--- src/rtl/flash_cmd_pkg.sv ---
package flash_cmd_pkg;

    localparam int WORD_W = 32;
    localparam int BUF_W  = 2 * WORD_W;
    localparam int POS_W  = $clog2(BUF_W);
    localparam int APOS_W = $clog2(WORD_W);
    localparam int CNT_W  = POS_W + 1;

    // control word field positions
    localparam int OPC_LSB      = 24;
    localparam int RD_EN_BIT    = 23;
    localparam int RD_CNT_LSB   = 20;
    localparam int ADDR_EN_BIT  = 19;
    localparam int ADDR_CNT_LSB = 16;
    localparam int WR_EN_BIT    = 15;
    localparam int WR_CNT_LSB   = 12;
    localparam int DUMMY_LSB    = 7;
    localparam int EXEC_BIT     = 0;

    typedef enum logic [2:0] {
        PH_IDLE,
        PH_OPC,
        PH_ADDR,
        PH_DUMMY,
        PH_WDATA,
        PH_RDATA,
        PH_FINISH
    } phase_e;

    typedef struct packed {
        logic [7:0] opcode;
        logic       rd_en;
        logic [2:0] rd_cnt;
        logic       addr_en;
        logic       addr4;
        logic       wr_en;
        logic [2:0] wr_cnt;
        logic [4:0] dummy;
    } cmd_t;

    typedef struct packed {
        phase_e             phase;
        logic [CNT_W-1:0]   bit_cnt;
        cmd_t               cmd;
        logic [WORD_W-1:0]  addr;
        logic [BUF_W-1:0]   wbuf;
        logic [BUF_W-1:0]   rdata;
        logic               busy;
        logic               done;
        logic               start;
        logic               hold;
    } eng_state_t;

    // next enabled phase after cur, in wire order
    function automatic phase_e phase_after(input phase_e cur, input cmd_t c);
        logic try_addr;
        logic try_dummy;
        logic try_wr;
        logic try_rd;
        phase_e res;
        try_addr  = (cur == PH_OPC);
        try_dummy = try_addr  || (cur == PH_ADDR);
        try_wr    = try_dummy || (cur == PH_DUMMY);
        try_rd    = try_wr    || (cur == PH_WDATA);
        if (try_addr && c.addr_en)             res = PH_ADDR;
        else if (try_dummy && c.dummy != 5'd0) res = PH_DUMMY;
        else if (try_wr && c.wr_en)            res = PH_WDATA;
        else if (try_rd && c.rd_en)            res = PH_RDATA;
        else                                   res = PH_FINISH;
        return res;
    endfunction

    // number of bit slots in a phase
    function automatic logic [CNT_W-1:0] phase_bits(input phase_e ph, input cmd_t c);
        logic [CNT_W-1:0] n;
        case (ph)
            PH_OPC:   n = CNT_W'(8);
            PH_ADDR:  n = c.addr4 ? CNT_W'(32) : CNT_W'(24);
            PH_DUMMY: n = CNT_W'(c.dummy);
            PH_WDATA: n = CNT_W'({c.wr_cnt, 3'b000}) + CNT_W'(8);
            PH_RDATA: n = CNT_W'({c.rd_cnt, 3'b000}) + CNT_W'(8);
            default:  n = '0;
        endcase
        return n;
    endfunction

endpackage

--- src/rtl/fcmd_decode.sv ---
module fcmd_decode
    import flash_cmd_pkg::*;
(
    input  logic [WORD_W-1:0] ctrl,
    output cmd_t              cmd,
    output logic              exec
);

    logic unused_ctrl_bits;
    assign unused_ctrl_bits = ^{ctrl[ADDR_CNT_LSB+2], ctrl[DUMMY_LSB-1:EXEC_BIT+1]};

    always_comb begin
        cmd.opcode  = ctrl[OPC_LSB +: 8];
        cmd.rd_en   = ctrl[RD_EN_BIT];
        cmd.rd_cnt  = ctrl[RD_CNT_LSB +: 3];
        cmd.addr_en = ctrl[ADDR_EN_BIT];
        cmd.addr4   = (ctrl[ADDR_CNT_LSB +: 2] == 2'd3);
        cmd.wr_en   = ctrl[WR_EN_BIT];
        cmd.wr_cnt  = ctrl[WR_CNT_LSB +: 3];
        cmd.dummy   = ctrl[DUMMY_LSB +: 5];
        exec        = ctrl[EXEC_BIT];
    end

endmodule

--- src/rtl/fcmd_tx_select.sv ---
module fcmd_tx_select
    import flash_cmd_pkg::*;
(
    input  phase_e            phase,
    input  logic [CNT_W-1:0]  bit_cnt,
    input  logic [7:0]        opcode,
    input  logic              addr4,
    input  logic [WORD_W-1:0] addr,
    input  logic [BUF_W-1:0]  wbuf,
    output logic              mosi
);

    logic [2:0]        bit_in_byte;
    logic [POS_W-1:0]  wpos;
    logic [APOS_W-1:0] apos;
    logic              unused_cnt_msb;

    assign unused_cnt_msb = bit_cnt[CNT_W-1];
    assign bit_in_byte    = ~bit_cnt[2:0];
    assign wpos           = {bit_cnt[POS_W-1:3], bit_in_byte};
    assign apos           = (addr4 ? APOS_W'(WORD_W - 1) : APOS_W'(23)) - bit_cnt[APOS_W-1:0];

    always_comb begin
        case (phase)
            PH_OPC:   mosi = opcode[bit_in_byte];
            PH_ADDR:  mosi = addr[apos];
            PH_WDATA: mosi = wbuf[wpos];
            default:  mosi = 1'b0;
        endcase
    end

endmodule

--- src/rtl/fcmd_rx_assemble.sv ---
module fcmd_rx_assemble
    import flash_cmd_pkg::*;
(
    input  logic             clk,
    input  logic             rst_n,
    input  logic             clear,
    input  logic             sample_en,
    input  logic [CNT_W-1:0] bit_cnt,
    input  logic             miso,
    output logic [BUF_W-1:0] buf_next,
    output logic [BUF_W-1:0] buf_q
);

    logic [BUF_W-1:0] buf_d;
    logic [POS_W-1:0] pos;
    logic             unused_cnt_msb;

    assign unused_cnt_msb = bit_cnt[CNT_W-1];
    assign pos            = {bit_cnt[POS_W-1:3], ~bit_cnt[2:0]};

    always_comb begin
        buf_d = buf_q;
        if (clear) begin
            buf_d = '0;
        end else if (sample_en) begin
            buf_d[pos] = miso;
        end
    end

    assign buf_next = buf_d;

    always_ff @(posedge clk or negedge rst_n) begin
        if (!rst_n) buf_q <= '0;
        else        buf_q <= buf_d;
    end

endmodule

--- src/rtl/flash_cmd_engine.sv ---
module flash_cmd_engine
    import flash_cmd_pkg::*;
(
    input  logic              clk,
    input  logic              rst_n,
    input  logic              ctrl_wr,
    input  logic [WORD_W-1:0] ctrl_word,
    input  logic [WORD_W-1:0] addr_word,
    input  logic [WORD_W-1:0] wdata_lo,
    input  logic [WORD_W-1:0] wdata_hi,
    output logic [WORD_W-1:0] rdata_lo,
    output logic [WORD_W-1:0] rdata_hi,
    output logic              busy,
    output logic              done,
    output logic              link_start,
    output logic              link_hold,
    input  logic              link_idle,
    input  logic              bit_shift,
    input  logic              bit_sample,
    output logic              mosi,
    input  logic              miso
);

    eng_state_t q, d;

    cmd_t             dec_cmd;
    logic             dec_exec;
    logic             accept;
    logic             in_bits;
    logic             last_bit;
    logic             rd_sample;
    logic             rd_last;
    logic [BUF_W-1:0] rx_next;
    logic [BUF_W-1:0] rx_buf;
    phase_e           cur_phase;
    phase_e           nxt_phase;

    fcmd_decode u_dec (
        .ctrl (ctrl_word),
        .cmd  (dec_cmd),
        .exec (dec_exec)
    );

    fcmd_tx_select u_tx (
        .phase   (q.phase),
        .bit_cnt (q.bit_cnt),
        .opcode  (q.cmd.opcode),
        .addr4   (q.cmd.addr4),
        .addr    (q.addr),
        .wbuf    (q.wbuf),
        .mosi    (mosi)
    );

    fcmd_rx_assemble u_rx (
        .clk       (clk),
        .rst_n     (rst_n),
        .clear     (accept),
        .sample_en (rd_sample),
        .bit_cnt   (q.bit_cnt),
        .miso      (miso),
        .buf_next  (rx_next),
        .buf_q     (rx_buf)
    );

    logic unused_rx_buf;
    assign unused_rx_buf = ^rx_buf;

    assign cur_phase = q.phase;
    assign accept    = ctrl_wr && dec_exec && (q.phase == PH_IDLE);
    assign in_bits   = (q.phase != PH_IDLE) && (q.phase != PH_FINISH);
    assign last_bit  = (q.bit_cnt == phase_bits(q.phase, q.cmd) - CNT_W'(1));
    assign rd_sample = (q.phase == PH_RDATA) && bit_sample;
    assign rd_last   = rd_sample && last_bit;
    assign nxt_phase = phase_after(q.phase, q.cmd);

    always_comb begin
        d       = q;
        d.start = 1'b0;
        d.done  = 1'b0;
        if (accept) begin
            d.cmd     = dec_cmd;
            d.addr    = addr_word;
            d.wbuf    = {wdata_hi, wdata_lo};
            d.phase   = PH_OPC;
            d.bit_cnt = '0;
            d.busy    = 1'b1;
            d.start   = 1'b1;
            d.hold    = 1'b1;
        end else if (in_bits) begin
            if (rd_last) begin
                d.rdata = rx_next;
            end
            if (bit_shift) begin
                if (last_bit) begin
                    d.phase   = nxt_phase;
                    d.bit_cnt = '0;
                    if (nxt_phase == PH_FINISH) begin
                        d.hold = 1'b0;
                    end
                end else begin
                    d.bit_cnt = q.bit_cnt + CNT_W'(1);
                end
            end
        end else if (q.phase == PH_FINISH) begin
            if (link_idle) begin
                d.phase = PH_IDLE;
                d.busy  = 1'b0;
                d.done  = 1'b1;
            end
        end
    end

    always_ff @(posedge clk or negedge rst_n) begin
        if (!rst_n) q <= '0;
        else        q <= d;
    end

    assign rdata_lo   = q.rdata[WORD_W-1:0];
    assign rdata_hi   = q.rdata[BUF_W-1:WORD_W];
    assign busy       = q.busy;
    assign done       = q.done;
    assign link_start = q.start;
    assign link_hold  = q.hold;

endmodule

--- config.mk ---
export PLATFORM = sky130hd
export DESIGN_NAME = flash_cmd_engine
export DESIGN_NICKNAME = d
export VERILOG_FILES = /design/src/rtl/flash_cmd_pkg.sv /design/src/rtl/fcmd_decode.sv /design/src/rtl/fcmd_tx_select.sv /design/src/rtl/fcmd_rx_assemble.sv /design/src/rtl/flash_cmd_engine.sv
export SDC_FILE = /design/constraint.sdc
export NUM_CORES = 1
export LEC_CHECK = 0
export ABC_AREA = 0
export CORE_ASPECT_RATIO = 1.2
export CORE_MARGIN = 2
export CORE_UTILIZATION = 55
export DETAILED_ROUTE_END_ITERATION = 12
export MAX_ROUTING_LAYER = met4
export PLACE_DENSITY = 0.8
export SETUP_SLACK_MARGIN = 0.02
export SLEW_MARGIN = 15
export SYNTH_ARGS = -nofsm -noshare
export SYNTH_HDL_FRONTEND = slang
export SYNTH_HIERARCHICAL = 1
export SYNTH_SLANG_ARGS = --single-unit
--- constraint.sdc ---
create_clock -name clk -period 4.4 [get_ports clk]
set_input_delay 0.88 -clock clk [delete_from_list [all_inputs] [get_ports clk]]
set_output_delay 0.88 -clock clk [all_outputs]
set_load 0.02 [all_outputs]
* Word level (Yosys, flattened, before mapping) *
Cells that the tools add are included.

storage, ports and cells
  logic and storage cells = 109
  output and inout bits = 69
  bits in registers = 261

operators by class
  eq/ne operators = 13
  bitwise logic cells = 2
  reductions and logical operators = 29
  order comparisons = 4
  muxes and demuxes = 38
  add/subtract/negate cells = 5

operators with widths
  operator               count
  $mux W64               2
  $bwmux W64             1
  $pmux W7 S5            1
  $mux W10               2
  $mux W3                6
  $add A6 B4 Y7 const B  2
  $mux W7                2
  $eq A3 B3 Y1 const B   4
  $mux W1                12
  $reduce_bool A2 Y1     6
  $logic_and A1 B1 Y1    10
  $mux W2                5
  $reduce_bool A3 Y1     3
  $reduce_and A4 Y1      2
  $add A7 B1 Y7 const B  1
  $eq A7 B7 Y1           1
  $lt A6 B7 Y1 const B   1
  $sub A7 B1 Y7 const B  1
  $bmux W1 S6            1
  $demux W1 S6           1
  $eq A3 B2 Y1 const B   2
  $ge A6 B1 Y1 const B   1
  $lt A5 B6 Y1 const B   1
  $mux W6                1
  18 further kinds       22

* Depth between registers and ports, before layout *
Gate-level depths: netlist (run 1).

  depth in word-level cells = 15
  mapped depth = 15

* Cells and area by module *
Netlist (run 1), hierarchy kept.

by module, submodules not included
  module            area each (sq um)  cells an instance  seq. area each (sq um)  times used
  flash_cmd_engine  8916.1             861                4929.7                  1
  fcmd_rx_assemble  3261.9             302                1601.5                  1
  fcmd_tx_select    998.5              83                 0.0                     1
  fcmd_decode       178.9              24                 0.0                     1

* Least setup slack after synthesis (run 1) *
No wires, ideal clock.

  kind = register to register
  start = register q, in the netlist cur_phase[2]
  end = register q, in the netlist rdata_hi[0]
  clock period less this slack = 3.304 ns
  slack = 1.096 ns
  arrival = 3.179 ns
  required time = 4.275 ns
  buffers on the path = 3
  cell stages (with the launch flop) = 15
  cell sequence = dfrtp_1 buf_2 nor2b_1 nand2_1 mux2_2 ha_1 inv_1 o32ai_4 o41ai_1 a31oi_1 nor4_2 and2_4 buf_12 buf_12 mux2_4

between the ends
  cells in the longest elaborated chain, start to end = 6

RTL lines
  what                                        line                                         RTL
  start, declared                             flash_cmd_engine.sv:24                       eng_state_t q, d;
  start signal, assigned                      flash_cmd_engine.sv:114                      if (!rst_n) q <= '0;
  start signal, assigned                      flash_cmd_engine.sv:115                      else q <= d;
  $eq A3 B3 Y1, or another cell as far along  flash_cmd_pkg.sv:76, flash_cmd_engine.sv:72
  $pmux W7 S5                                 flash_cmd_pkg.sv:76                          case (ph)
  $sub A7 B1 Y7                               flash_cmd_engine.sv:71                       assign last_bit = (q.bit_cnt == phase_bits(q.phase, q.cmd) - CNT_W'(1));
  $eq A7 B7 Y1                                flash_cmd_engine.sv:71
  $logic_and A1 B1 Y1                         flash_cmd_engine.sv:73                       assign rd_last = rd_sample && last_bit;
  $reduce_and A3 Y1 (no source line)          --

Parallel ways exist; a longest one is shown, timed or not.
A chain may end at the register's enable or synchronous reset.

* Final worst setup path (run 1) *
  start = register q[188] in the netlist's numbering
  end = output mosi

between the ends
  cells in the longest elaborated chain, start to end = 4

RTL lines
  what                                                line                                                              RTL
  $sub A5 B5 Y5 / $not A3 Y3 (equally long branches)  fcmd_tx_select.sv:21, fcmd_tx_select.sv:19
  $bmux W1 S5, or another cell as far along           fcmd_tx_select.sv:26                                              PH_ADDR: mosi = addr[apos];
  $mux W1, on equally long branches                   fcmd_tx_select.sv:26, fcmd_tx_select.sv:25, fcmd_tx_select.sv:27
  $pmux W1 S3 *                                       fcmd_tx_select.sv:24                                              case (phase)
  end, declared                                       flash_cmd_engine.sv:20                                            output logic mosi,

Every way passes the cells marked *; elsewhere a longest branch is shown, timed or not. The select of a mux whose other input is x is not followed.

==> out/results.tsv, run 1 <==
metric	value	unit
status	finished, final reports clean	
vdd_ir_drop_max	0.000367	V
yosys.area_share.adder	0.00375	
floorplan.initialDensity	0.559	
p_total	8.81	mW
reg2reg_depth	12	
worstMarginPinSlew	1.04	ns
power_density	563	nW/µm²
fmax	236	MHz
yosys_warnings	6	
cts_tree	built	
critical_path_arrival	3.35	ns
cp-start-kind	register	
postRouteAntennaNets	0	
ys_seq_elements	261	
grt_busiest_layer	met2	
cts.path.max_buffers	3	
io_buffers	196	
rows	62	
grt_pass1_vias	9285	
grtUsageTotal	0.235	
final_layout_size_suffix_gt1_frac	0.123	
io_pins	204	
die_h	175	µm
grt_pass1_wl	47.8	mm
post-route-period-util	0.962	
ys_types	75	
final_cell_mix	426 x nand2_1, 258 x dfrtp_1, 195 x clkdlybuf4s50_1, 73 x mux2i_1, 70 x nand2b_1	
layout_commonest_cell	nand2_1	
clock-root-buffer	clkbuf_16	
synthToLayoutAreaGrowth	17.3	%
synth_ff_type	dfrtp_1	
skew	0.0156	ns
post-place-ws	0.601	ns
rsz0062_at_grt	no	
dieWidth	146	µm
cts_made_buffers	26	
drt_iter0_markers	547	
dieArea	25500	µm²
synth_edf_count	0	
met3_usage	0.0337	
drc	0	
synthXorXnorAreaFrac	0.00918	
post_cts_resized	0	
synth-simple-area-share	0.207	
wl	28.7	mm
cap_violations	0	
globalRouteMet2Util	0.389	
syn-num-nets	1409	
ctsHoldBuffers	0	
worstReg2RegEnd	rdata_hi[31]$_DFFE_PN0P_	
crit_fanout	18	
cp_data_required_time	3.52	ns
fin_nets	1487	
finalMaxSlewViolations	0	
critical_path_class	reg2out	
synthCells	1270	
clock_sinks	261	
detail_route.wl_per_cell	17.0	µm
core	23900	µm²
cts_setup_buffers	0	
synth_compound_area_frac	0.0314	
place.gp.congestion	0.870	
finalSetupViolations	0	
cts.htree.levels	1	
slew_headroom	0.305	
antenna_found_initial	0	
use_met1	0.310	
clk_pin_slew	0.06	ns
r2r_start	cur_phase[1]$_DFFE_PN0P_	
dr.pass1.iters	4	
grt_max_degree	107	
syn-mean-instance-area	10.5	µm²
reg2reg_slack	0.81	ns
synth_top_family_by_area	simple AND/OR/NAND/NOR gates	
grt_overflow	0	
synthArstFlopShare	1.00	
vias_per_cell	5.34	
cellLeakagePower	7.65	nW
insertion_delay	0.53	ns
ys_seq_area_frac	0.489	
min_path_type	in2async	
place_hpwl	18.8	mm
vias	9011	
tns	0	ns
setup_slack	0.165	ns
synth_area	13400	µm²
num_antenna_cells	0	
finalCriticalPeriod	4.23	ns
crit_path_end_kind	output pin	
synthMuxAreaShare	0.173	
finalHoldViolCount	0	
cells by family after synthesis:
family                   after synthesis
AND/OR/NAND/NOR                      597
flip-flops                           261
buffers and inverters                173
multiplexers                         166
AO/OA/AOI/OAI                         55
XOR/XNOR                              14
adder cells (fa/ha/maj)                4
synthesized netlist by cell type, types with 3 or more instances:
master,count,area (µm²)
nor2_1,24,90.1
or2_2,3,18.8
xnor2_1,8,70.1
nor2b_1,8,50.1
nor3_1,4,20.0
nand3b_1,5,37.5
o211ai_1,3,22.5
a31oi_1,9,56.3
ha_1,4,50.1
nand4b_1,5,43.8
xor2_1,6,52.6
nor3b_2,4,50.1
buf_12,7,140
dfrtp_1,261,6530
and3b_1,5,43.8
nand4_1,5,31.3
clkbuf_1,39,146
buf_4,94,706
buf_2,16,80.1
o21ai_0,7,35.0
mux4_1,10,263
nand2_1,426,1600
nand2b_1,71,444
and3_1,6,37.5
a21oi_1,9,45.0
buf_1,7,26.3
mux4_2,14,315
inv_1,7,26.3
nand3_1,6,30.0
nor4b_1,4,35.0
and4b_1,3,30.0
mux2_4,60,901
mux2i_1,73,731
mux2_2,9,101
how the worst max path moves through the flow:
| stage | startpoint | endpoint | slack [ns] | depth (start not counted) |
|---|---|---|---|---|
| floorplan | cur_phase[2]$_DFFE_PN0P_ | rdata_hi[0]$_DFFE_PN0P_ | 1.10 | 14 |
| global placement | q[188]$_DFFE_PN0P_ | mosi | 0.63 | 8 |
| detailed placement | q[188]$_DFFE_PN0P_ | mosi | 0.60 | 8 |
| CTS | q[188]$_DFFE_PN0P_ | mosi | 0.02 | 8 |
| global route | q[188]$_DFFE_PN0P_ | mosi | 0.04 | 8 |
| finish | q[188]$_DFFE_PN0P_ | mosi | 0.17 | 8 |
metrics by stage:
step                      utilization  cell area, µm²  hold WS, ns  instances
after detailed placement        0.620           14800        0.457       1640
after global placement          0.620           14800        0.449       1640
after floorplan                     -           13400        0.437       1270
after CTS                       0.655           15700        0.408       1687
after global routing            0.655           15700        0.435       1687
final                           0.655           15700        0.383       1687
metal layers:
layer  up-vias  share of wire
met5         -              0
met4         0          0.017
met3        37          0.049
met2       260           0.50
met1      4455           0.44
li1       4259              -
flip-flops by register name, summed over array words and instances, names as in the netlist, 3 cells and up:
name        cells
q             126
rdata_lo       32
cur_phase       3
u_rx/buf_q     64
rdata_hi       32
power by group:
group,leakage [nW],internal [mW],switching (mW)
sequential,3.43,3.16,0.540
combinational,3.81,1.43,1.50
clock,0.410,1.26,0.914
total,7.65,5.85,2.96
area by class of cell:
type	instances	area, µm²
fillers	1901	8230
flip-flops and latches	261	6540
multi-input cells	836	5680
repair buffers	215	2170
clock buffers	37	722
well taps	320	400
clock inverters	10	118
inverters	8	32.5
critical path: stages (launching register included):
cell and delay [ns]:
dfrtp_4 0.64, buf_4 0.22, mux4_1 0.53, nor2b_1 0.14, a211oi_1 0.22, a21oi_1 0.11, a22oi_1 0.27, o211ai_2 0.10
clkdlybuf4s50_1 0.59
Note: power is estimated with default switching activity, not from simulation.
==> run 2, diff against run 1 <==
--- a/config.mk
+++ b/config.mk
@@ -11,7 +11,7 @@
 export CORE_UTILIZATION = 55
 export DETAILED_ROUTE_END_ITERATION = 12
 export MAX_ROUTING_LAYER = met4
-export PLACE_DENSITY = 0.8
+export PLACE_DENSITY = 0.87
 export SETUP_SLACK_MARGIN = 0.02
 export SLEW_MARGIN = 15
 export SYNTH_ARGS = -nofsm -noshare
==> out/results.tsv, run 2 (same netlist as run 1, synthesis figures left out) <==
metric	value	unit
clkPwrFrac	0.247	
finalSetupViolations	0	
worstMarginPinSlew	0.860	ns
dieWidth	146	µm
critical_path_arrival	3.36	ns
min_path_type	in2async	
core	23900	µm²
multiInputGateArea	5680	µm²
fmax	236	MHz
dr.pass1.iters	5	
synthToLayoutAreaGrowth	17.2	%
io_buffers	196	
cts_tree	built	
ctsHoldBuffers	0	
grt_max_degree	190	
swShare	0.340	
wl	30.2	mm
vias	9240	
final_layout_size_suffix_gt1_frac	0.126	
p_total	8.88	mW
postRouteAntennaNets	0	
regArea	6540	µm²
status	finished, final reports clean	
critical_path_class	reg2out	
layout_commonest_cell	nand2_1	
p_comb_frac	0.337	
final_util	0.655	
floorplan.initialDensity	0.559	
top_regs	q (126), u_rx/buf_q (64)	
intPower	5.86	mW
clk_pin_slew	0.06	ns
post-route-period-util	0.963	
cp-start-kind	register	
dieArea	25500	µm²
final_cell_mix	426 x nand2_1, 258 x dfrtp_1, 195 x clkdlybuf4s50_1, 73 x mux2i_1, 70 x nand2b_1	
rsz0062_at_grt	no	
cellLeakagePower	7.65	nW
pwr-share-seq	0.416	
finalHoldViolCount	0	
drt_iter0_markers	582	
io_pins	204	
top_register	q	
cts_made_buffers	26	
largest_reg_flops	126	
insertion_delay	0.52	ns
grt_overflow	0	
finalCriticalPeriod	4.24	ns
skew	0.00685	ns
clock-root-buffer	clkbuf_16	
vias_per_cell	5.48	
crit_fanout	15	
grt_pass1_vias	9448	
power_density	567	nW/µm²
finalMaxSlewViolations	0	
place.gp.congestion	0.832	
antenna_found_initial	0	
detail_route.wl_per_cell	17.9	µm
cp_data_required_time	3.52	ns
tns	0	ns
cts.htree.levels	1	
grtUsageTotal	0.245	
power.switching	3.02	mW
crit_path_end_kind	output pin	
slew_headroom	0.427	
rows	62	
drc	0	
grt_pass1_wl	49.5	mm
fin_nets	1487	
num-fill-cells	1812	
post_cts_resized	0	
clock_sinks	261	
cap_violations	0	
vdd_ir_drop_max	0.000352	V
place_hpwl	19.4	mm
num_antenna_cells	0	
cts_setup_buffers	0	
cts.path.max_buffers	3	
die_h	175	µm
run 2: path summary, 6_finish.rpt:
| check | start | cells after the start | slack, ns | endpoint |
|---|---|---|---|---|
| worst max-delay path | q[188]$_DFFE_PN0P_ | 8 | 0.16 | mosi |
| worst min-delay path | rst_n | 1 | 0.24 | rdata_lo[11]$_DFFE_PN0P_ |
| worst max register to register | cur_phase[1]$_DFFE_PN0P_ | 12 | 0.34 | rdata_lo[18]$_DFFE_PN0P_ |
| worst min register to register | q[105]$_DFFE_PN0P_ | 2 | 0.47 | q[105]$_DFFE_PN0P_ |
| max in group asynchronous | rst_n | 2 | 3.15 | q[157]$_DFFE_PN0P_ |
| min in group clk | q[105]$_DFFE_PN0P_ | 2 | 0.47 | q[105]$_DFFE_PN0P_ |
run 2: critical path, cell delays in order, from the launching register on:
cell and delay [ns]:
dfrtp_4 0.59, buf_4 0.27, mux4_1 0.55, mux2_2 0.28
nand2_1 0.07, a221oi_1 0.08, a31oi_1 0.28, o211ai_2 0.13
clkdlybuf4s50_1 0.58
run 2: area by class of cell:
class,instances,area share
Tap cell,320,0.0256
Clock inverter,10,0.00512
Clock buffer,36,0.0492
Inverter,8,0.00208
Timing Repair Buffer,215,0.137
Sequential cell,261,0.418
Multi-Input combinational cell,836,0.363
run 2: per-stage QoR:
| step | setup slack [ns] | instance area (µm²) | cells | hold WS [ns] |
|---|---|---|---|---|
| 2_1_floorplan | 1.10 | 13400 | 1270 | 0.437 |
| 3_3_place_gp | 0.620 | 14800 | 1640 | 0.450 |
| 3_5_place_dp | 0.527 | 14800 | 1640 | 0.458 |
| 4_1_cts | 0.0778 | 15600 | 1686 | 0.230 |
| 5_1_grt | 0.0468 | 15600 | 1686 | 0.244 |
| 6_report | 0.164 | 15600 | 1686 | 0.235 |
run 2: layer usage:
metal / global-route usage / wire length, µm
met5: - / 0
met4: 0.0595 / 682
met3: 0.0394 / 1840
met2: 0.413 / 15200
met1: 0.313 / 12400
run 2: power groups by stage:
| stage | combinational, mW | clock (mW) | sequential, mW |
|---|---|---|---|
| after detailed placement | 2.94 | 0 | 3.72 |
| after global placement | 2.81 | 0 | 3.67 |
| final | 2.99 | 2.19 | 3.70 |
| after CTS | 2.99 | 2.22 | 3.69 |
| after floorplan | 2.32 | 0 | 3.53 |
| after global routing | 3.28 | 2.33 | 3.79 |
